**config.mk**
```make
export PLATFORM = sky130hd
export DESIGN_NAME = f32_to_minifloat
export DESIGN_NICKNAME = d
export VERILOG_FILES = /design/src/rtl/mf_pkg.sv /design/src/rtl/mf_round.sv /design/src/rtl/mf_rebias.sv /design/src/rtl/mf_denorm.sv /design/src/rtl/f32_to_minifloat.sv
export SDC_FILE = /design/constraint.sdc
export NUM_CORES = 1
export LEC_CHECK = 0
export BUFFER_PORTS_ARGS = -buffer_cell sky130_fd_sc_hd__buf_2
export CAP_MARGIN = 10
export CELL_PAD_IN_SITES_DETAIL_PLACEMENT = 1
export CELL_PAD_IN_SITES_GLOBAL_PLACEMENT = 2
export CORE_UTILIZATION = 29
export CTS_CLUSTER_SIZE = 40
export DETAILED_ROUTE_END_ITERATION = 16
export GPL_TIMING_DRIVEN = 1
export PLACE_DENSITY = 0.78
export SYNTH_ARGS = -nofsm -noshare
export SYNTH_HDL_FRONTEND = slang
export SYNTH_SLANG_ARGS = --single-unit
```
**constraint.sdc**
```tcl
create_clock -name clk -period 6.6 [get_ports clk]
set_clock_uncertainty 0.2 [all_clocks]
set_input_delay 1.32 -clock clk [delete_from_list [all_inputs] [get_ports clk]]
set_output_delay 1.32 -clock clk [all_outputs]
set_load 0.01 [all_outputs]
```
**src/rtl/mf_pkg.sv**
```systemverilog
package mf_pkg;
  localparam int F32_W      = 32;
  localparam int F32_EXP_W  = 8;
  localparam int F32_FRAC_W = 23;
  localparam int F32_BIAS   = 127;
  localparam int EXP_CALC_W = 12;
  typedef logic [EXP_CALC_W-1:0] exp_calc_t;
endpackage

```
**src/rtl/mf_round.sv**
```systemverilog
module mf_round
  import mf_pkg::*;
#(
  parameter int MAN_W = 3
) (
  input  logic [F32_FRAC_W-1:0] frac,
  output logic [MAN_W-1:0]      man,
  output logic                  carry
);
  localparam int DROP = F32_FRAC_W - MAN_W;

  logic [MAN_W-1:0] kept;
  logic             g_bit, l_bit, r_bit, t_bit, inc;
  logic [MAN_W:0]   sum;

  always_comb begin
    kept  = frac[F32_FRAC_W-1:DROP];
    l_bit = frac[DROP];
    g_bit = frac[DROP-1];
    r_bit = frac[DROP-2];
    t_bit = |frac[DROP-3:0];
    inc   = g_bit & (l_bit | r_bit | t_bit);
    sum   = {1'b0, kept} + {{MAN_W{1'b0}}, inc};
    man   = sum[MAN_W-1:0];
    carry = sum[MAN_W];
  end
endmodule

```
**src/rtl/mf_rebias.sv**
```systemverilog
module mf_rebias
  import mf_pkg::*;
#(
  parameter int EXP_W = 4
) (
  input  logic [F32_EXP_W-1:0] exp_in,
  input  logic                 carry,
  output exp_calc_t            exp_out
);
  localparam int BIAS = (1 << (EXP_W - 1)) - 1;

  always_comb begin
    exp_out = exp_calc_t'(exp_in) + exp_calc_t'(BIAS) + exp_calc_t'(carry)
            - exp_calc_t'(F32_BIAS);
  end
endmodule

```
**src/rtl/mf_denorm.sv**
```systemverilog
module mf_denorm
  import mf_pkg::*;
#(
  parameter int EXP_W = 4,
  parameter int MAN_W = 3
) (
  input  logic [MAN_W-1:0]       man,
  input  exp_calc_t              exp_neg,
  output logic [EXP_W+MAN_W-1:0] field
);
  exp_calc_t      k;
  logic [MAN_W:0] v, sh, gsh;
  logic           gu;

  always_comb begin
    k   = exp_calc_t'(0) - exp_neg;
    v   = {1'b1, man};
    sh  = '0;
    gu  = 1'b0;
    gsh = '0;
    if (k <= exp_calc_t'(MAN_W + 1)) begin
      sh  = v >> k;
      gsh = v >> (k - exp_calc_t'(1));
      gu  = gsh[0];
    end
    field = {{(EXP_W-1){1'b0}}, sh} + {{(EXP_W+MAN_W-1){1'b0}}, gu};
  end
endmodule

```
**src/rtl/f32_to_minifloat.sv**
```systemverilog
module f32_to_minifloat
  import mf_pkg::*;
#(
  parameter int EXP_W = 4,
  parameter int MAN_W = 3
) (
  input  logic                   clk,
  input  logic                   rst,
  input  logic                   in_valid,
  input  logic [31:0]            in_word,
  output logic                   out_valid,
  output logic [EXP_W+MAN_W:0]   out_word
);
  localparam int        OUT_W    = 1 + EXP_W + MAN_W;
  localparam exp_calc_t EXP_ONES = exp_calc_t'((1 << EXP_W) - 1);

  logic                  sgn;
  logic [F32_EXP_W-1:0]  ef;
  logic [F32_FRAC_W-1:0] frac;
  logic [MAN_W-1:0]      man_r;
  logic                  carry;
  exp_calc_t             em;
  logic                  em_neg, em_sat;
  logic [EXP_W+MAN_W-1:0] den_field;
  logic [OUT_W-1:0]      nxt;

  assign sgn  = in_word[31];
  assign ef   = in_word[30:23];
  assign frac = in_word[22:0];

  mf_round #(.MAN_W(MAN_W)) u_round (
    .frac(frac), .man(man_r), .carry(carry)
  );

  mf_rebias #(.EXP_W(EXP_W)) u_rebias (
    .exp_in(ef), .carry(carry), .exp_out(em)
  );

  mf_denorm #(.EXP_W(EXP_W), .MAN_W(MAN_W)) u_denorm (
    .man(man_r), .exp_neg(em), .field(den_field)
  );

  assign em_neg = em[EXP_CALC_W-1];
  assign em_sat = !em_neg && (em >= EXP_ONES);

  always_comb begin
    nxt = '0;
    nxt[OUT_W-1] = sgn;
    if (ef == '1) begin
      nxt[EXP_W+MAN_W-1:MAN_W] = '1;
      nxt[MAN_W-1] = (frac != '0);
    end else if (ef == '0) begin
      nxt[EXP_W+MAN_W-1:0] = '0;
    end else if (em_sat) begin
      nxt[EXP_W+MAN_W-1:MAN_W] = '1;
    end else if (em_neg) begin
      nxt[EXP_W+MAN_W-1:0] = den_field;
    end else begin
      nxt[EXP_W+MAN_W-1:0] = {em[EXP_W-1:0], man_r};
    end
  end

  always_ff @(posedge clk) begin
    if (rst) begin
      out_valid <= 1'b0;
      out_word  <= '0;
    end else begin
      out_valid <= in_valid;
      if (in_valid) out_word <= nxt;
    end
  end

  a_r1_sign_copy: assert property (@(posedge clk) disable iff (rst)
    out_valid |-> out_word[OUT_W-1] == $past(in_word[31]));

  a_r11_valid_follow: assert property (@(posedge clk) disable iff (rst)
    (in_valid && !rst) |=> out_valid);

  a_r11_no_spurious: assert property (@(posedge clk) disable iff (rst)
    (!in_valid && !rst) |=> !out_valid);

  a_r8_no_alias: assert property (@(posedge clk) disable iff (rst)
    (out_valid && out_word[EXP_W+MAN_W-1:MAN_W] == '1 && $past(in_word[30:23]) != 8'hFF)
      |-> out_word[MAN_W-1:0] == '0);

  a_r9_nan_quiet: assert property (@(posedge clk) disable iff (rst)
    (out_valid && $past(in_word[30:23]) == 8'hFF && $past(in_word[22:0]) != '0)
      |-> (out_word[EXP_W+MAN_W-1:MAN_W] == '1 && out_word[MAN_W-1]));

  a_r10_zero_in: assert property (@(posedge clk) disable iff (rst)
    (out_valid && $past(in_word[30:23]) == 8'h00) |-> out_word[EXP_W+MAN_W-1:0] == '0);
endmodule

```
-- Yosys cells after proc, flatten, opt, wreduce, memory -nomap -nowiden
Cells that the tools add are included.
- magnitude comparators: 2
- muxes and demuxes: 8
- shift-type cells: 2
- equal/unequal tests: 1
- reductions and logical operators: 5
- add/subtract/negate cells: 7
- bitwise operators: 3
- operators with widths (cell ; number):
    23-bit nonzero test ; 1
    18-bit OR reduction ; 1
    7-bit 2-to-1 mux ; 2
    12-bit by 1-bit adder with 12-bit output ; 1
    12-bit by 4-bit >= comparator with 1-bit output, second input constant ; 1
    12-bit by 3-bit less-or-equal comparator with 1-bit output, second input constant ; 1
    4-bit by 12-bit right shift with 1-bit output ; 1
    4-bit by 12-bit right shift with 4-bit output ; 1
    1-bit by 12-bit subtractor with 12-bit output, first input constant ; 1
    12-bit by 1-bit subtractor with 12-bit output, second input constant ; 1
    12-bit by 7-bit subtractor with 12-bit output, second input constant ; 1
    8-bit by 3-bit adder with 9-bit output, second input constant ; 1
    8-bit == test, second input constant ; 1
    8-bit zero test ; 1
    4-bit 2-to-1 mux ; 2
    4-bit by 1-bit adder with 5-bit output ; 1
    5-bit 2-to-1 mux ; 1
    3-bit by 1-bit adder with 4-bit output ; 1
    3-bit 2-to-1 mux ; 1
    2-bit 2-to-1 mux ; 1
    1-bit bitwise OR ; 2
    1-bit bitwise AND ; 1
    1-bit logical AND ; 1
    1-bit zero test ; 1
    1-bit 2-to-1 mux ; 1
- logic and storage cells: 30
- input bits: 35
- output and inout port bits: 9
- bits in registers: 9

-- Depth between registers and ports, before layout
- depth after elaboration: 15
- depth in mapped cells: 25
- depth with buffers taken out: 24

-- Hierarchy
A second synthesis with hierarchy kept.
- cell total of the unflattened synthesis: 157
- area total of the unflattened synthesis: 1260.0 µm²
- by module, submodules not included (module ; area each (µm²) ; sequential area each (µm²) ; cells each ; times used):
    f32_to_minifloat ; 564.3 ; 180.2 ; 66 ; 1
    mf_denorm ; 457.9 ; 0.0 ; 58 ; 1
    mf_rebias ; 150.1 ; 0.0 ; 21 ; 1
    mf_round ; 87.6 ; 0.0 ; 12 ; 1

-- Least setup slack after synthesis
No wires, ideal clock.
- kind: input-to-reg
- from: input in_word[12]
- to: register out_word[4]
- setup slack: 915 ps
- data required time: 6297 ps
- arrival time: 5381 ps
- cell stages on the path: 25
- library setup time: 103 ps
- cells stage by stage: nor4_1 nand3_1 nor2_1 nor2b_1 ha_1 nand3_1 ha_1 inv_1 ha_1 clkbuf_2 xor2_1 xnor2_2 and3_1 nand2_1 o31a_1 a311oi_1 o2111a_2 nand3b_1 a311oi_1 ha_1 ha_1 nand2_1 nor2_1 a211oi_2 a2111oi_2
- cells in the longest elaborated chain, start to end: 15
- elaborated cells on any way between the ends: 21
- ends and longest elaborated chain (item ; RTL line ; source):
    start, declared ; f32_to_minifloat.sv:10 ; input logic [31:0] in_word,
    18-bit OR reduction * ; mf_round.sv:21 ; t_bit = |frac[DROP-3:0];
    1-bit bitwise OR * ; mf_round.sv:22 ; inc = g_bit & (l_bit | r_bit | t_bit);
    1-bit bitwise AND * ; mf_round.sv:22 ;
    3-bit by 1-bit adder with 4-bit output * ; mf_round.sv:23 ; sum = {1'b0, kept} + {{MAN_W{1'b0}}, inc};
    12-bit by 1-bit adder with 12-bit output ; mf_rebias.sv:13 ; exp_out = exp_calc_t'(exp_in) + exp_calc_t'(BIAS) + exp_calc_t'(carry)
    12-bit by 7-bit subtractor with 12-bit output ; mf_rebias.sv:14 ; - exp_calc_t'(F32_BIAS);
    1-bit by 12-bit subtractor with 12-bit output ; mf_denorm.sv:16 ; k = exp_calc_t'(0) - exp_neg;
    12-bit by 1-bit subtractor with 12-bit output ; mf_denorm.sv:23 ; gsh = v >> (k - exp_calc_t'(1));
    4-bit by 12-bit right shift with 1-bit output ; mf_denorm.sv:23 ;
    1-bit 2-to-1 mux ; mf_denorm.sv:21 ; if (k <= exp_calc_t'(MAN_W + 1)) begin
    4-bit by 1-bit adder with 5-bit output ; mf_denorm.sv:26 ; field = {{(EXP_W-1){1'b0}}, sh} + {{(EXP_W+MAN_W-1){1'b0}}, gu};
    7-bit 2-to-1 mux ; f32_to_minifloat.sv:56 ; end else if (em_neg) begin
    4-bit 2-to-1 mux * ; f32_to_minifloat.sv:54 ; end else if (em_sat) begin
    7-bit 2-to-1 mux * ; f32_to_minifloat.sv:52 ; end else if (ef == '0) begin
    5-bit 2-to-1 mux * ; f32_to_minifloat.sv:49 ; if (ef == '1) begin
    end signal, assigned ; f32_to_minifloat.sv:69 ; if (in_valid) out_word <= nxt;
    end, declared ; f32_to_minifloat.sv:12 ; output logic [EXP_W+MAN_W:0] out_word
Mark *: on every way between the ends. The rest lies on a longest branch, timed or not.
A chain may end at the register's enable or synchronous reset.

-- Worst setup path after layout
- from: input in_word[8]
- to: register out_word[4]
The elaborated chain is that of the path after synthesis.

==> key figures <==
Status
  – Status: completed

Timing
  – Final min period: 5.99 ns
  – Final hold viol count: 0
  – Max Freq: 167 MHz
  – Slew Limit Fails: 0
  – RSZ-0062 raised after global routing: false
  – Worst slew pin tran: 0.579 ns
  – Final TNS setup: 0 ns
  – Fin crit share: 0.908
  – Final setup vio count: 0
  – Max_slew headroom: 0.604

Logic synthesis
  – Most common flop cell mapped by yosys: dfxtp_1
  – YS warnings: 0
  – Count of cell types in the netlist: 59
  – Post-synth EDFFs: 0
  – Largest area contributor in the netlist: dfxtp_1
  – Synthesized Nets: 256
  – Mean post-synth cell area: 7.37 um2
  – Most frequent cells after synthesis: nor2_1, nand2_1, a21oi_1, ha_1, nor3_1
  – Synthesis-stage register bit count: 9
  – Synth Cell Area: 1550 um2
  – FFs w/ async S/R, synth: 0
  – Synth top area share: 0.116
  – Most common cell in the netlist: nor2_1
  – Leading post-synthesis cells by cell area: dfxtp_1, ha_1, nor2_1
  – Mapped Cells: 210
  – Register area share after synthesis: 0.116

CTS
  – Clock root buffer: clkbuf_8
  – Num CTS Buffers: 3
  – H-tree depth: 1
  – # Post-CTS Setup Buffers: 0
  – Clock slew at reported path FFs: 0.05 ns
  – Worst-skew pair later-pin latency: 0.23 ns
  – CTS resizes: 0
  – Clock tree buffer depth: 2
  – Clk sinks: 9
  – Hold buffer count at CTS: 0
  – CTS tree: built

Global routing
  – Gr usage total: 0.176
  – Number of global-route vias before repair: 1537
  – Largest net degree at the start of global routing: 17
  – Antenna violations before repair: 0
  – First-pass GRT wire length: 7.63 mm
  – GR Overflow Total: 0

Detailed routing
  – Final ANT Viol Nets: 0
  – Total number of vias: 1687
  – Avg WL per Cell: 14.7 um
  – Vias per inst: 5.27
  – Final WL: 4.71 mm
  – Drt drc: 0
  – Starting DRT DRC Count: 93
  – DRT Pass-1 Iters: 4

Layout
  – P&R area growth vs syn: 20.1%
  – Fin nets: 297
  – Share of cells above drive strength 1: 0.256
  – # diodes: 0
  – Non-Filler Instances: 320

Floorplan
  – Row Count: 26
  – Die Wd: 75.1 um
  – Num ports: 44
  – Die ar.: 5630 um2
  – Starting Density: 0.303
  – Die H: 75.1 um
  – CORE AREA: 5110 um2

Placed design
  – Cells after DPL: 316
  – RePlAce Congestion: 0.839
  – Hpwl dp: 4.00 mm
  – I/O Buffers: 43

Critical path
  – Required time of the worst setup path: 6.53 ns
  – Max stage delay on crit path: 0.33 ns
  – Worst path arrival time: 5.93 ns
  – CP bufs+invs: 2
  – Crit Path Max Fanout: 8
  – Cell mode on critical path: ha_1
  – Crit. End Element: flip-flop
  – Worst setup path category: in2reg
  – Setup crit start kind: input port
  – CP top delay family: compound AO/OA/AOI/OAI gates
  – CP max-delay cell: a2111oi_2

Pwr
  – Static Leak: 0.000748 uW
  – Maximum VDD drop: 0.000185 V
  – Power, Total: 242 uW
  – Power per cell area: 130 nW/um2

Job
  – Maxcap violations: 0

Worst hold path
  – Min-Delay Path Class: reg2reg
[where the power goes]
group          internal [uW]  leakage, uW  switching (uW)
sequential              57.6    0.0000742            1.40
clock                   42.0    0.0000228            21.1
combinational           46.8     0.000651            73.2
[flip-flops by register name, indices dropped and copies added (netlist names)]
register / count
out_word: 8
out_valid: 1
[per-layer routing]
layer | part of all wire | global-route usage
met1 | 0.52 | 0.273
met3 | 0.025 | 0.0201
met5 | 0 | 0
met4 | 0 | 0.0126
met2 | 0.45 | 0.268
[layout by cell type (no fill, tap or decap), types with 3 or more instances in the layout]
cell type and instances:
a21oi_1 11, nor2b_1 6, nor3_1 10, xnor2_1 7
o21ai_0 5, a2111oi_0 3, xor2_1 3, nand2_1 22
and2_1 4, mux2i_1 3, nand3_1 7, buf_2 43
nor4_1 7, or3_1 3, ha_1 11, inv_1 9
nor2_1 26, clkbuf_8 3, nand2b_1 5, dfxtp_1 9
a211oi_1 5
[path summary, 6_finish.rpt]
kind | startpoint | endpoint | slack (ns) | cells after the start
max reg2reg | out_word[1]$_SDFFE_PP0P_ | out_word[1]$_SDFFE_PP0P_ | 5.59 | 2
min | out_word[6]$_SDFFE_PP0P_ | out_word[6]$_SDFFE_PP0P_ | 0.27 | 2
min reg2reg | out_word[6]$_SDFFE_PP0P_ | out_word[6]$_SDFFE_PP0P_ | 0.27 | 2
max | in_word[8] | out_word[4]$_SDFFE_PP0P_ | 0.61 | 25
[stage by stage]
stage	setup WS [ns]	util	hold WS (ns)	area (um2)
final	0.607	0.364	0.271	1860
after global routing	0.176	0.364	0.309	1860
after CTS	0.577	0.364	0.281	1860
after detailed placement	0.366	0.355	0.274	1810
after global placement	0.433	0.355	0.265	1810
after floorplan	0.915	-	0.295	1550
[worst register-to-register path, cell delays in order (launching register included)]
cell and delay [ns]:
dfxtp_1 0.30, a222oi_1 0.32, nor2_1 0.07
[final cells by class]
class / count / area (um2)
multi-input combinational: 185 / 1300
sequential: 9 / 180
fill: 672 / 3250
tap: 70 / 87.6
inverter: 9 / 33.8
timing repair buffer: 43 / 215
clock buffer: 4 / 45.0
[cell families after synthesis]
| group | after synthesis | synth area share |
|---|---|---|
| compound gates | 52 | 0.274 |
| xor+xnor | 13 | 0.0922 |
| fa+ha+maj | 11 | 0.0889 |
| buf+inv | 16 | 0.0453 |
| flops | 9 | 0.116 |
| mux | 4 | 0.0267 |
| simple gates | 105 | 0.357 |
(Power assumes the default switching activity.)
